## config.mk

```make
export PLATFORM = sky130hd
export DESIGN_NAME = clkcfg_slave
export DESIGN_NICKNAME = d
export VERILOG_FILES = /design/src/rtl/clkcfg_pkg.sv /design/src/rtl/clkcfg_sync.sv /design/src/rtl/clkcfg_bus_fsm.sv /design/src/rtl/clkcfg_regbank.sv /design/src/rtl/clkcfg_slave.sv
export SDC_FILE = /design/constraint.sdc
export NUM_CORES = 1
export LEC_CHECK = 0
export BUFFER_PORTS_ARGS = -buffer_cell sky130_fd_sc_hd__buf_2
export CORE_UTILIZATION = 58
export CTS_CLUSTER_DIAMETER = 120
export DETAILED_ROUTE_END_ITERATION = 7
export PLACE_DENSITY = 0.84
export SLEW_MARGIN = 0
export SYNTH_ARGS = -nofsm -noshare
export SYNTH_HDL_FRONTEND = slang
export SYNTH_HIERARCHICAL = 1
export SYNTH_SLANG_ARGS = --single-unit
```

## constraint.sdc

```tcl
create_clock -name clk -period 7 [get_ports clk]
set_clock_uncertainty 0.05 [all_clocks]
set_input_delay 1.4 -clock clk [delete_from_list [all_inputs] [get_ports clk]]
set_output_delay 1.4 -clock clk [all_outputs]
set_load 0.03 [all_outputs]
```

## src/rtl/clkcfg_pkg.sv

```systemverilog
`timescale 1ns/1ps
package clkcfg_pkg;

    localparam int unsigned BYTE_W = 8;

    typedef enum logic [2:0] {
        PH_IDLE,
        PH_ADDR,
        PH_CMD,
        PH_CNT,
        PH_DATA,
        PH_SKIP
    } phase_e;

    // power-on value of each register in the bank
    function automatic logic [BYTE_W-1:0] reg_default(input int unsigned idx);
        case (idx)
            0:       return 8'h07;
            1:       return 8'hFF;
            2:       return 8'hFE;
            default: return 8'h00;
        endcase
    endfunction

    // phase entered after the acknowledge slot of an accepted byte
    function automatic phase_e phase_after(input phase_e cur);
        case (cur)
            PH_ADDR: return PH_CMD;
            PH_CMD:  return PH_CNT;
            PH_CNT:  return PH_DATA;
            PH_DATA: return PH_DATA;
            default: return PH_IDLE;
        endcase
    endfunction

endpackage

```

## src/rtl/clkcfg_sync.sv

```systemverilog
`timescale 1ns/1ps
module clkcfg_sync #(
    parameter int unsigned STAGES = 2
) (
    input  logic clk,
    input  logic rst_n,
    input  logic scl_i,
    input  logic sda_i,
    output logic scl_s,
    output logic sda_s,
    output logic scl_rise,
    output logic scl_fall,
    output logic start_det,
    output logic stop_det
);
    localparam int unsigned LINES = 2;
    localparam int unsigned DEPTH = STAGES + 1;

    logic [LINES-1:0] raw;
    logic [LINES-1:0] cur;
    logic [LINES-1:0] prev;

    assign raw = {sda_i, scl_i};

    for (genvar g = 0; g < LINES; g++) begin : g_line
        logic [DEPTH-1:0] pipe_d;
        logic [DEPTH-1:0] pipe_q;

        always_comb begin
            pipe_d = {pipe_q[DEPTH-2:0], raw[g]};
        end

        always_ff @(posedge clk or negedge rst_n) begin
            if (!rst_n) pipe_q <= '1;
            else        pipe_q <= pipe_d;
        end

        assign cur[g]  = pipe_q[STAGES-1];
        assign prev[g] = pipe_q[STAGES];
    end

    assign scl_s     = cur[0];
    assign sda_s     = cur[1];
    assign scl_rise  = cur[0] & ~prev[0];
    assign scl_fall  = ~cur[0] & prev[0];
    assign start_det = cur[0] & prev[0] & prev[1] & ~cur[1];
    assign stop_det  = cur[0] & prev[0] & ~prev[1] & cur[1];

endmodule

```

## src/rtl/clkcfg_bus_fsm.sv

```systemverilog
`timescale 1ns/1ps
module clkcfg_bus_fsm
    import clkcfg_pkg::*;
#(
    parameter logic [6:0]  DEV_ADDR = 7'h69,
    parameter int unsigned NREG     = 6,
    localparam int unsigned PW      = $clog2(NREG + 1)
) (
    input  logic              clk,
    input  logic              rst_n,
    input  logic              sda_s,
    input  logic              scl_rise,
    input  logic              scl_fall,
    input  logic              start_det,
    input  logic              stop_det,
    output logic              sda_oe,
    output phase_e            phase,
    output logic [PW-1:0]     ptr,
    output logic              wr_en,
    output logic [PW-1:0]     wr_idx,
    output logic [BYTE_W-1:0] wr_data
);
    localparam logic [PW-1:0]     PTR_END  = PW'(NREG);
    localparam logic [BYTE_W-1:0] ADDR_WR  = {DEV_ADDR, 1'b0};

    typedef struct packed {
        phase_e            phase;
        logic [2:0]        bit_cnt;
        logic [BYTE_W-1:0] shreg;
        logic              wait_ack;
        logic              in_ack;
        logic              oe;
        logic [PW-1:0]     ptr;
    } fsm_t;

    fsm_t st_d;
    fsm_t st_q;
    logic [BYTE_W-1:0] next_byte;
    logic              active;

    always_comb begin
        st_d      = st_q;
        wr_en     = 1'b0;
        wr_idx    = st_q.ptr;
        next_byte = {st_q.shreg[BYTE_W-2:0], sda_s};
        wr_data   = next_byte;
        active    = (st_q.phase == PH_ADDR) || (st_q.phase == PH_CMD) ||
                    (st_q.phase == PH_CNT)  || (st_q.phase == PH_DATA);

        if (start_det || stop_det) begin
            st_d.phase    = start_det ? PH_ADDR : PH_IDLE;
            st_d.bit_cnt  = '0;
            st_d.wait_ack = 1'b0;
            st_d.in_ack   = 1'b0;
            st_d.oe       = 1'b0;
            st_d.ptr      = '0;
        end else if (active) begin
            if (st_q.in_ack) begin
                if (scl_fall) begin
                    st_d.in_ack = 1'b0;
                    st_d.oe     = 1'b0;
                    st_d.phase  = phase_after(st_q.phase);
                end
            end else if (st_q.wait_ack) begin
                if (scl_fall) begin
                    st_d.wait_ack = 1'b0;
                    st_d.in_ack   = 1'b1;
                    st_d.oe       = 1'b1;
                end
            end else if (scl_rise) begin
                st_d.shreg = next_byte;
                if (st_q.bit_cnt == 3'd7) begin
                    st_d.bit_cnt = '0;
                    if (st_q.phase == PH_ADDR && next_byte != ADDR_WR) begin
                        st_d.phase = PH_SKIP;
                    end else begin
                        st_d.wait_ack = 1'b1;
                        if (st_q.phase == PH_DATA && st_q.ptr < PTR_END) begin
                            wr_en    = 1'b1;
                            st_d.ptr = st_q.ptr + 1'b1;
                        end
                    end
                end else begin
                    st_d.bit_cnt = st_q.bit_cnt + 3'd1;
                end
            end
        end
    end

    always_ff @(posedge clk or negedge rst_n) begin
        if (!rst_n) begin
            st_q.phase    <= PH_IDLE;
            st_q.bit_cnt  <= '0;
            st_q.shreg    <= '0;
            st_q.wait_ack <= 1'b0;
            st_q.in_ack   <= 1'b0;
            st_q.oe       <= 1'b0;
            st_q.ptr      <= '0;
        end else begin
            st_q <= st_d;
        end
    end

    assign sda_oe = st_q.oe;
    assign phase  = st_q.phase;
    assign ptr    = st_q.ptr;

endmodule

```

## src/rtl/clkcfg_regbank.sv

```systemverilog
`timescale 1ns/1ps
module clkcfg_regbank
    import clkcfg_pkg::*;
#(
    parameter int unsigned NREG = 6,
    localparam int unsigned PW  = $clog2(NREG + 1)
) (
    input  logic                   clk,
    input  logic                   rst_n,
    input  logic                   wr_en,
    input  logic [PW-1:0]          wr_idx,
    input  logic [BYTE_W-1:0]      wr_data,
    output logic [NREG*BYTE_W-1:0] image
);
    logic [BYTE_W-1:0] bank_d [NREG];
    logic [BYTE_W-1:0] bank_q [NREG];

    always_comb begin
        for (int i = 0; i < NREG; i++) begin
            bank_d[i] = bank_q[i];
            if (wr_en && wr_idx == PW'(i)) bank_d[i] = wr_data;
        end
    end

    for (genvar g = 0; g < NREG; g++) begin : g_reg
        always_ff @(posedge clk or negedge rst_n) begin
            if (!rst_n) bank_q[g] <= reg_default(g);
            else        bank_q[g] <= bank_d[g];
        end
        assign image[g*BYTE_W +: BYTE_W] = bank_q[g];
    end

endmodule

```

## src/rtl/clkcfg_slave.sv

```systemverilog
`timescale 1ns/1ps
module clkcfg_slave
    import clkcfg_pkg::*;
#(
    parameter logic [6:0]  DEV_ADDR = 7'h69,
    parameter int unsigned NREG     = 6,
    parameter int unsigned STAGES   = 2
) (
    input  logic                   clk,
    input  logic                   rst_n,
    input  logic                   scl_i,
    input  logic                   sda_i,
    output logic                   sda_oe,
    output logic [2:0]             aux_clk_en,
    output logic                   ssc_en,
    output logic [7:0]             sdram_clk_en,
    output logic [7:0]             pci_clk_en,
    output logic                   spread_center,
    output logic [NREG*BYTE_W-1:0] cfg_image
);
    localparam int unsigned PW = $clog2(NREG + 1);

    logic              scl_s;
    logic              sda_s;
    logic              scl_rise;
    logic              scl_fall;
    logic              start_det;
    logic              stop_det;
    phase_e            phase;
    logic [PW-1:0]     ptr;
    logic              wr_en;
    logic [PW-1:0]     wr_idx;
    logic [BYTE_W-1:0] wr_data;
    logic              scl_level_unused;

    clkcfg_sync #(.STAGES(STAGES)) u_sync (
        .clk       (clk),
        .rst_n     (rst_n),
        .scl_i     (scl_i),
        .sda_i     (sda_i),
        .scl_s     (scl_s),
        .sda_s     (sda_s),
        .scl_rise  (scl_rise),
        .scl_fall  (scl_fall),
        .start_det (start_det),
        .stop_det  (stop_det)
    );

    assign scl_level_unused = scl_s;

    clkcfg_bus_fsm #(.DEV_ADDR(DEV_ADDR), .NREG(NREG)) u_fsm (
        .clk       (clk),
        .rst_n     (rst_n),
        .sda_s     (sda_s),
        .scl_rise  (scl_rise),
        .scl_fall  (scl_fall),
        .start_det (start_det),
        .stop_det  (stop_det),
        .sda_oe    (sda_oe),
        .phase     (phase),
        .ptr       (ptr),
        .wr_en     (wr_en),
        .wr_idx    (wr_idx),
        .wr_data   (wr_data)
    );

    clkcfg_regbank #(.NREG(NREG)) u_bank (
        .clk     (clk),
        .rst_n   (rst_n),
        .wr_en   (wr_en),
        .wr_idx  (wr_idx),
        .wr_data (wr_data),
        .image   (cfg_image)
    );

    assign aux_clk_en    = cfg_image[2:0];
    assign ssc_en        = cfg_image[3];
    assign sdram_clk_en  = cfg_image[15:8];
    assign pci_clk_en    = cfg_image[23:16];
    assign spread_center = cfg_image[47];

endmodule

```

# After elaboration in Yosys (flattened, before gate mapping)
# Index checks and enable logic that the tools add are counted.
[word_totals]
word_cells = 111
in_bits = 4
ramBits = 0
out_inout_bits = 70
latch_bits = 0
mem_bits_ro = 0
memories = 0
regBits = 74
[classes]
order_cmp = 1
n_mul = 0
div_mod_pow = 0
add_sub_neg = 2
bitwise = 14
n_mux = 34
n_shift = 0
n_eq_ne = 17
n_reduce_logical = 28
[op_table]
columns = ["op", "n"]
rows = [
  ["$mux 3", 12],
  ["$mux 20", 1],
  ["$mux 15", 1],
  ["$mux 14", 1],
  ["$eq 3x2->1 const B", 4],
  ["$eq 3x3->1 const B", 4],
  ["$mux 1", 12],
  ["$mux 12", 1],
  ["$mux 6", 2],
  ["$reduce_bool 3->1", 4],
  ["$ne 3x3->1 const B", 3],
  ["$pmux 3 s3", 1],
  ["$logic_and 1x1->1", 8],
  ["$ne 8x8->1 const B", 1],
  ["$reduce_and 4->1", 2],
  ["$reduce_bool 2->1", 4],
  ["$and 1x1->1", 7],
  ["$not 1->1", 7],
  ["$reduce_and 7->1", 1],
  ["$add 3x1->3 const B", 2],
  ["$eq 3x1->1 const B", 2],
  ["$mux 2", 3],
  ["$reduce_and 6->1", 1],
  ["$reduce_and 5->1", 1],
  ["7 further kinds", 11],
]

# Depth between registers and ports, before layout
[depth]
depth_word = 11
mapped_depth = 7
ltp_nobuf = 6

# Modules after synthesis
# Netlist, hierarchy kept.
[modules_own_cells]
columns = ["mod", "cells_per_inst", "area_each_um2", "seq_area_each_um2", "n_inst"]
rows = [
  ["clkcfg_regbank", 106, 1855.5, 1223.7, 1],
  ["clkcfg_bus_fsm", 124, 1258.7, 475.5, 1],
  ["clkcfg_sync", 10, 190.2, 157.7, 1],
  ["clkcfg_slave", 21, 157.7, 0.0, 1],
]

# Worst setup path after synthesis
# No wires, ideal clock.
[synth_path]
kind = "flip-flop to flip-flop"
from = "register u_sync.g_line[1].pipe_q[1]"
to = "register u_bank.bank_q (netlist bit u_bank/image[16])"
path_stages_with_launch = 8
setup_slack_ns = 4.479
arrival_time_ns = 2.346
period_less_slack_ns = 2.521
cell_sequence = "dfstp_2 and4b_1 nor2_1 nand3_1 nor2_1 nor4bb_1 buf_2 mux2_2"
[synth_via]
word_cells_on_any_way = 14
[synth_lines]
columns = ["element", "line", "rtl"]
rows = [
  ["start: declaration", "clkcfg_sync.sv:27", "logic [DEPTH-1:0] pipe_q;"],
  ["start signal: assignment", "clkcfg_sync.sv:35", "else pipe_q <= pipe_d;"],
  ["$not 1->1", "clkcfg_sync.sv:46", "assign start_det = cur[0] & prev[0] & prev[1] & ~cur[1];"],
  ["$and 1x1->1", "clkcfg_sync.sv:46", ""],
  ["named net start_det", "clkcfg_slave.sv:27", "logic start_det;"],
  ["$logic_or 1x1->1", "clkcfg_bus_fsm.sv:50", "if (start_det || stop_det) begin"],
  ["$mux 1", "clkcfg_bus_fsm.sv:50", ""],
  ["named net wr_en", "clkcfg_slave.sv:31", "logic wr_en;"],
  ["$logic_and 1x1->1", "clkcfg_regbank.sv:21", "if (wr_en && wr_idx == PW'(i)) bank_d[i] = wr_data;"],
  ["end signal: indexed assignment", "clkcfg_regbank.sv:27", "if (!rst_n) bank_q[g] <= reg_default(g);"],
  ["end signal: indexed assignment", "clkcfg_regbank.sv:28", "else bank_q[g] <= bank_d[g];"],
  ["end: declaration", "clkcfg_regbank.sv:16", "logic [BYTE_W-1:0] bank_q [NREG];"],
]
# The timed path passes the listed nets, and every way through them passes these cells.
# A chain may end at the register's enable or synchronous reset.

# Worst setup path after layout
# Ends and elaborated chain as after synthesis.

==> impl_metrics.toml <==
[pwr]
pwr-share-seq_pct = 55.3
powerDensity_nw_per_um2 = 237
leakagePower_nw = 1.92
power.net_switching_w = 0.000241
pwr-share-comb_pct = 6.7
switching_share_pct = 26.6
pwr-share-clk_pct = 38.0
p_int_w = 0.000664
peakVddDrop_mv = 0.157

[clock_tree]
clk_pin_slew_ns = 0.08
cts_resized = 0
cts_buffer_depth = 2
cts-root-buf = "clkbuf_8"
htree_levels = 3
cts_tree = "yes"
cts_sinks = 73
holdBufCountCts = 0
clk-insertion-delay-late_ns = 0.35
cts_setup_buffers = 0
cts_buffers = 9

[sta]
finalHoldViolCount = 0
fin_crit_ns = 3.48
setup_viol = 0
setup_tns_ns = 0
slew_headroom_pct = 19.4
tightestPinTransition_ns = 1.19
maxSlewViolCount = 0
fin_crit_sh_pct = 49.8
rsz0062_at_grt = "false"
fmaxAchievable_ghz = 0.287

[final_layout]
final_cell_mix = "73 x buf_2, 49 x dfrtp_1, 48 x mux2_2"
syn_to_final_growth_pct = 11.6
drive_gt1_share_pct = 57.0
design_area_sq_um = 3810
num-nets-final = 307
layout_commonest_cell = "buf_2"
finalNonFillerCells = 377
antenna_cells = 0

[logic_synthesis]
synth_area_sq_um = 3420
ys_warn_count = 6
syn_inst = 255
syn_avg_cell_area_sq_um = 13.4
syn_nets = 262

[min_path]
hp-start = "u_sync/g_line[0].pipe_q[0]$_DFF_PN1_"
hold_path_depth = 0
hp-class = "reg2reg"
hold-path-endpoint = "u_sync/g_line[0].pipe_q[1]$_DFF_PN1_"

[job]
cap_violations = 0

[setup_path]
r2r_end = "u_bank/image[16]$_DFFE_PN0P_"
critical_path_arrival_ns = 3.67
cp.buffers_inverters = 0
cp.required_ns = 7.19
crit_top_cell = "nor2_1"
cp_max_fo = 11
endpoint_kind = "flop"
path_class = "reg2reg"
reg2regPathDepth = 6
worstReg2RegStart = "u_sync/g_line[1].pipe_q[1]$_DFF_PN1_"
rrSetupSlack_ns = 3.52
critPathLaunchType = "flop"
slowest_stage = "nor4bb_2"
crit_family = "simple AND/OR/NAND/NOR gates"
max_stage_delay_ns = 1.08
path_cells = "and4b_1 -> nor2_1 -> nand3_1 -> nor2_1 -> nor4bb_2 -> mux2_2"

[global_route]
grt_max_degree = 74
grt_util_all_layers_pct = 22.9
grt_pass1_wl_mm = 10.5
overflow = 0
grt_pass1_vias = 2001
antenna_found_initial = 0

[placement]
port_buffers = 73
dp_hpwl_mm = 4.44
dp_cells = 361
gp_routability_congestion = 0.880
place_area_sq_um = 3600

[drt]
drt-total-wl_mm = 6.59
wire_per_inst_microns = 17.5
dr.pass1.iters = 5
drc = 0
drt_iter0_drc = 120
drtAntennaViolNets = 0
vias = 2114
via_per_inst = 5.61

[floorplanning]
die_area_sq_um = 6200
die_x_microns = 78.8
core_sq_um = 5610
row_count = 27
boundaryPins = 74
die_h_microns = 78.8
start_util_pct = 60.9

[status]
outcome = "finished, final reports clean"
## stage by stage
step	worst slack, ns	hold slack, ns	utilization [%]	total power (W)
after floorplan	4.48	0.295	-	0.000556
after global placement	3.65	0.298	64.2	0.000564
after detailed placement	3.56	0.299	64.2	0.000569
after CTS	3.56	0.310	68.0	0.000912
after global routing	3.43	0.311	68.0	0.000945
final	3.52	0.309	68.0	0.000906
## power groups by stage
stage / Combinational (W) / Clock (W) / Sequential, W
floorplan: 0.0000808 / 0 / 0.000475
global placement: 0.0000574 / 0 / 0.000507
detailed placement: 0.0000607 / 0 / 0.000508
CTS: 0.0000611 / 0.000350 / 0.000501
global route: 0.0000678 / 0.000372 / 0.000505
finish: 0.0000604 / 0.000345 / 0.000501
## flip-flops by register name, indices dropped and copies added, names as in the netlist
signal and flops:
u_fsm/sda_oe 1, u_fsm/wr_data 7, u_fsm/phase 3, u_sync/g_line.pipe_q 6
u_bank/image 48, u_fsm/st_q 5, u_fsm/ptr 3
## routing by layer
layer  GRT usage (%)  vias to the layer above  wire [microns]
li1                -                      973               -
met1            31.1                     1065            2900
met2            34.8                       66            3270
met3            7.59                       10             340
met4            7.59                        0              78
met5               0                        -               0
## final cells by class
type,instances,area (sq um)
Sequential cell,73,1860
Clock inverter,5,62.6
Fill cell,427,1790
Tap cell,72,90.1
Inverter,3,37.5
Clock buffer,11,151
Timing Repair Buffer,74,373
Multi-Input combinational cell,139,1240
## worst max-delay path by stage
| stage | from | slack (ns) | to | cells past startpoint |
|---|---|---|---|---|
| finish | u_sync/g_line[1].pipe_q[1]$_DFF_PN1_ | 3.52 | u_bank/image[16]$_DFFE_PN0P_ | 6 |
| global route | u_sync/g_line[1].pipe_q[1]$_DFF_PN1_ | 3.43 | u_bank/image[16]$_DFFE_PN0P_ | 6 |
| global placement | u_sync/g_line[1].pipe_q[1]$_DFF_PN1_ | 3.65 | u_bank/image[16]$_DFFE_PN0P_ | 6 |
| floorplan | u_sync/g_line[1].pipe_q[1]$_DFF_PN1_ | 4.48 | u_bank/image[16]$_DFFE_PN0P_ | 7 |
| CTS | u_sync/g_line[1].pipe_q[1]$_DFF_PN1_ | 3.56 | u_bank/image[16]$_DFFE_PN0P_ | 6 |
| detailed placement | u_sync/g_line[1].pipe_q[1]$_DFF_PN1_ | 3.56 | u_bank/image[16]$_DFFE_PN0P_ | 6 |
## worst reg2reg max path, cell delays in order, from the launching register on
cell and delay (ns):
dfstp_2 0.63, and4b_1 0.26, nor2_1 0.44, nand3_1 0.18, nor2_1 0.31, nor4bb_2 1.08
mux2_2 0.43
(Power assumes the default switching activity.)
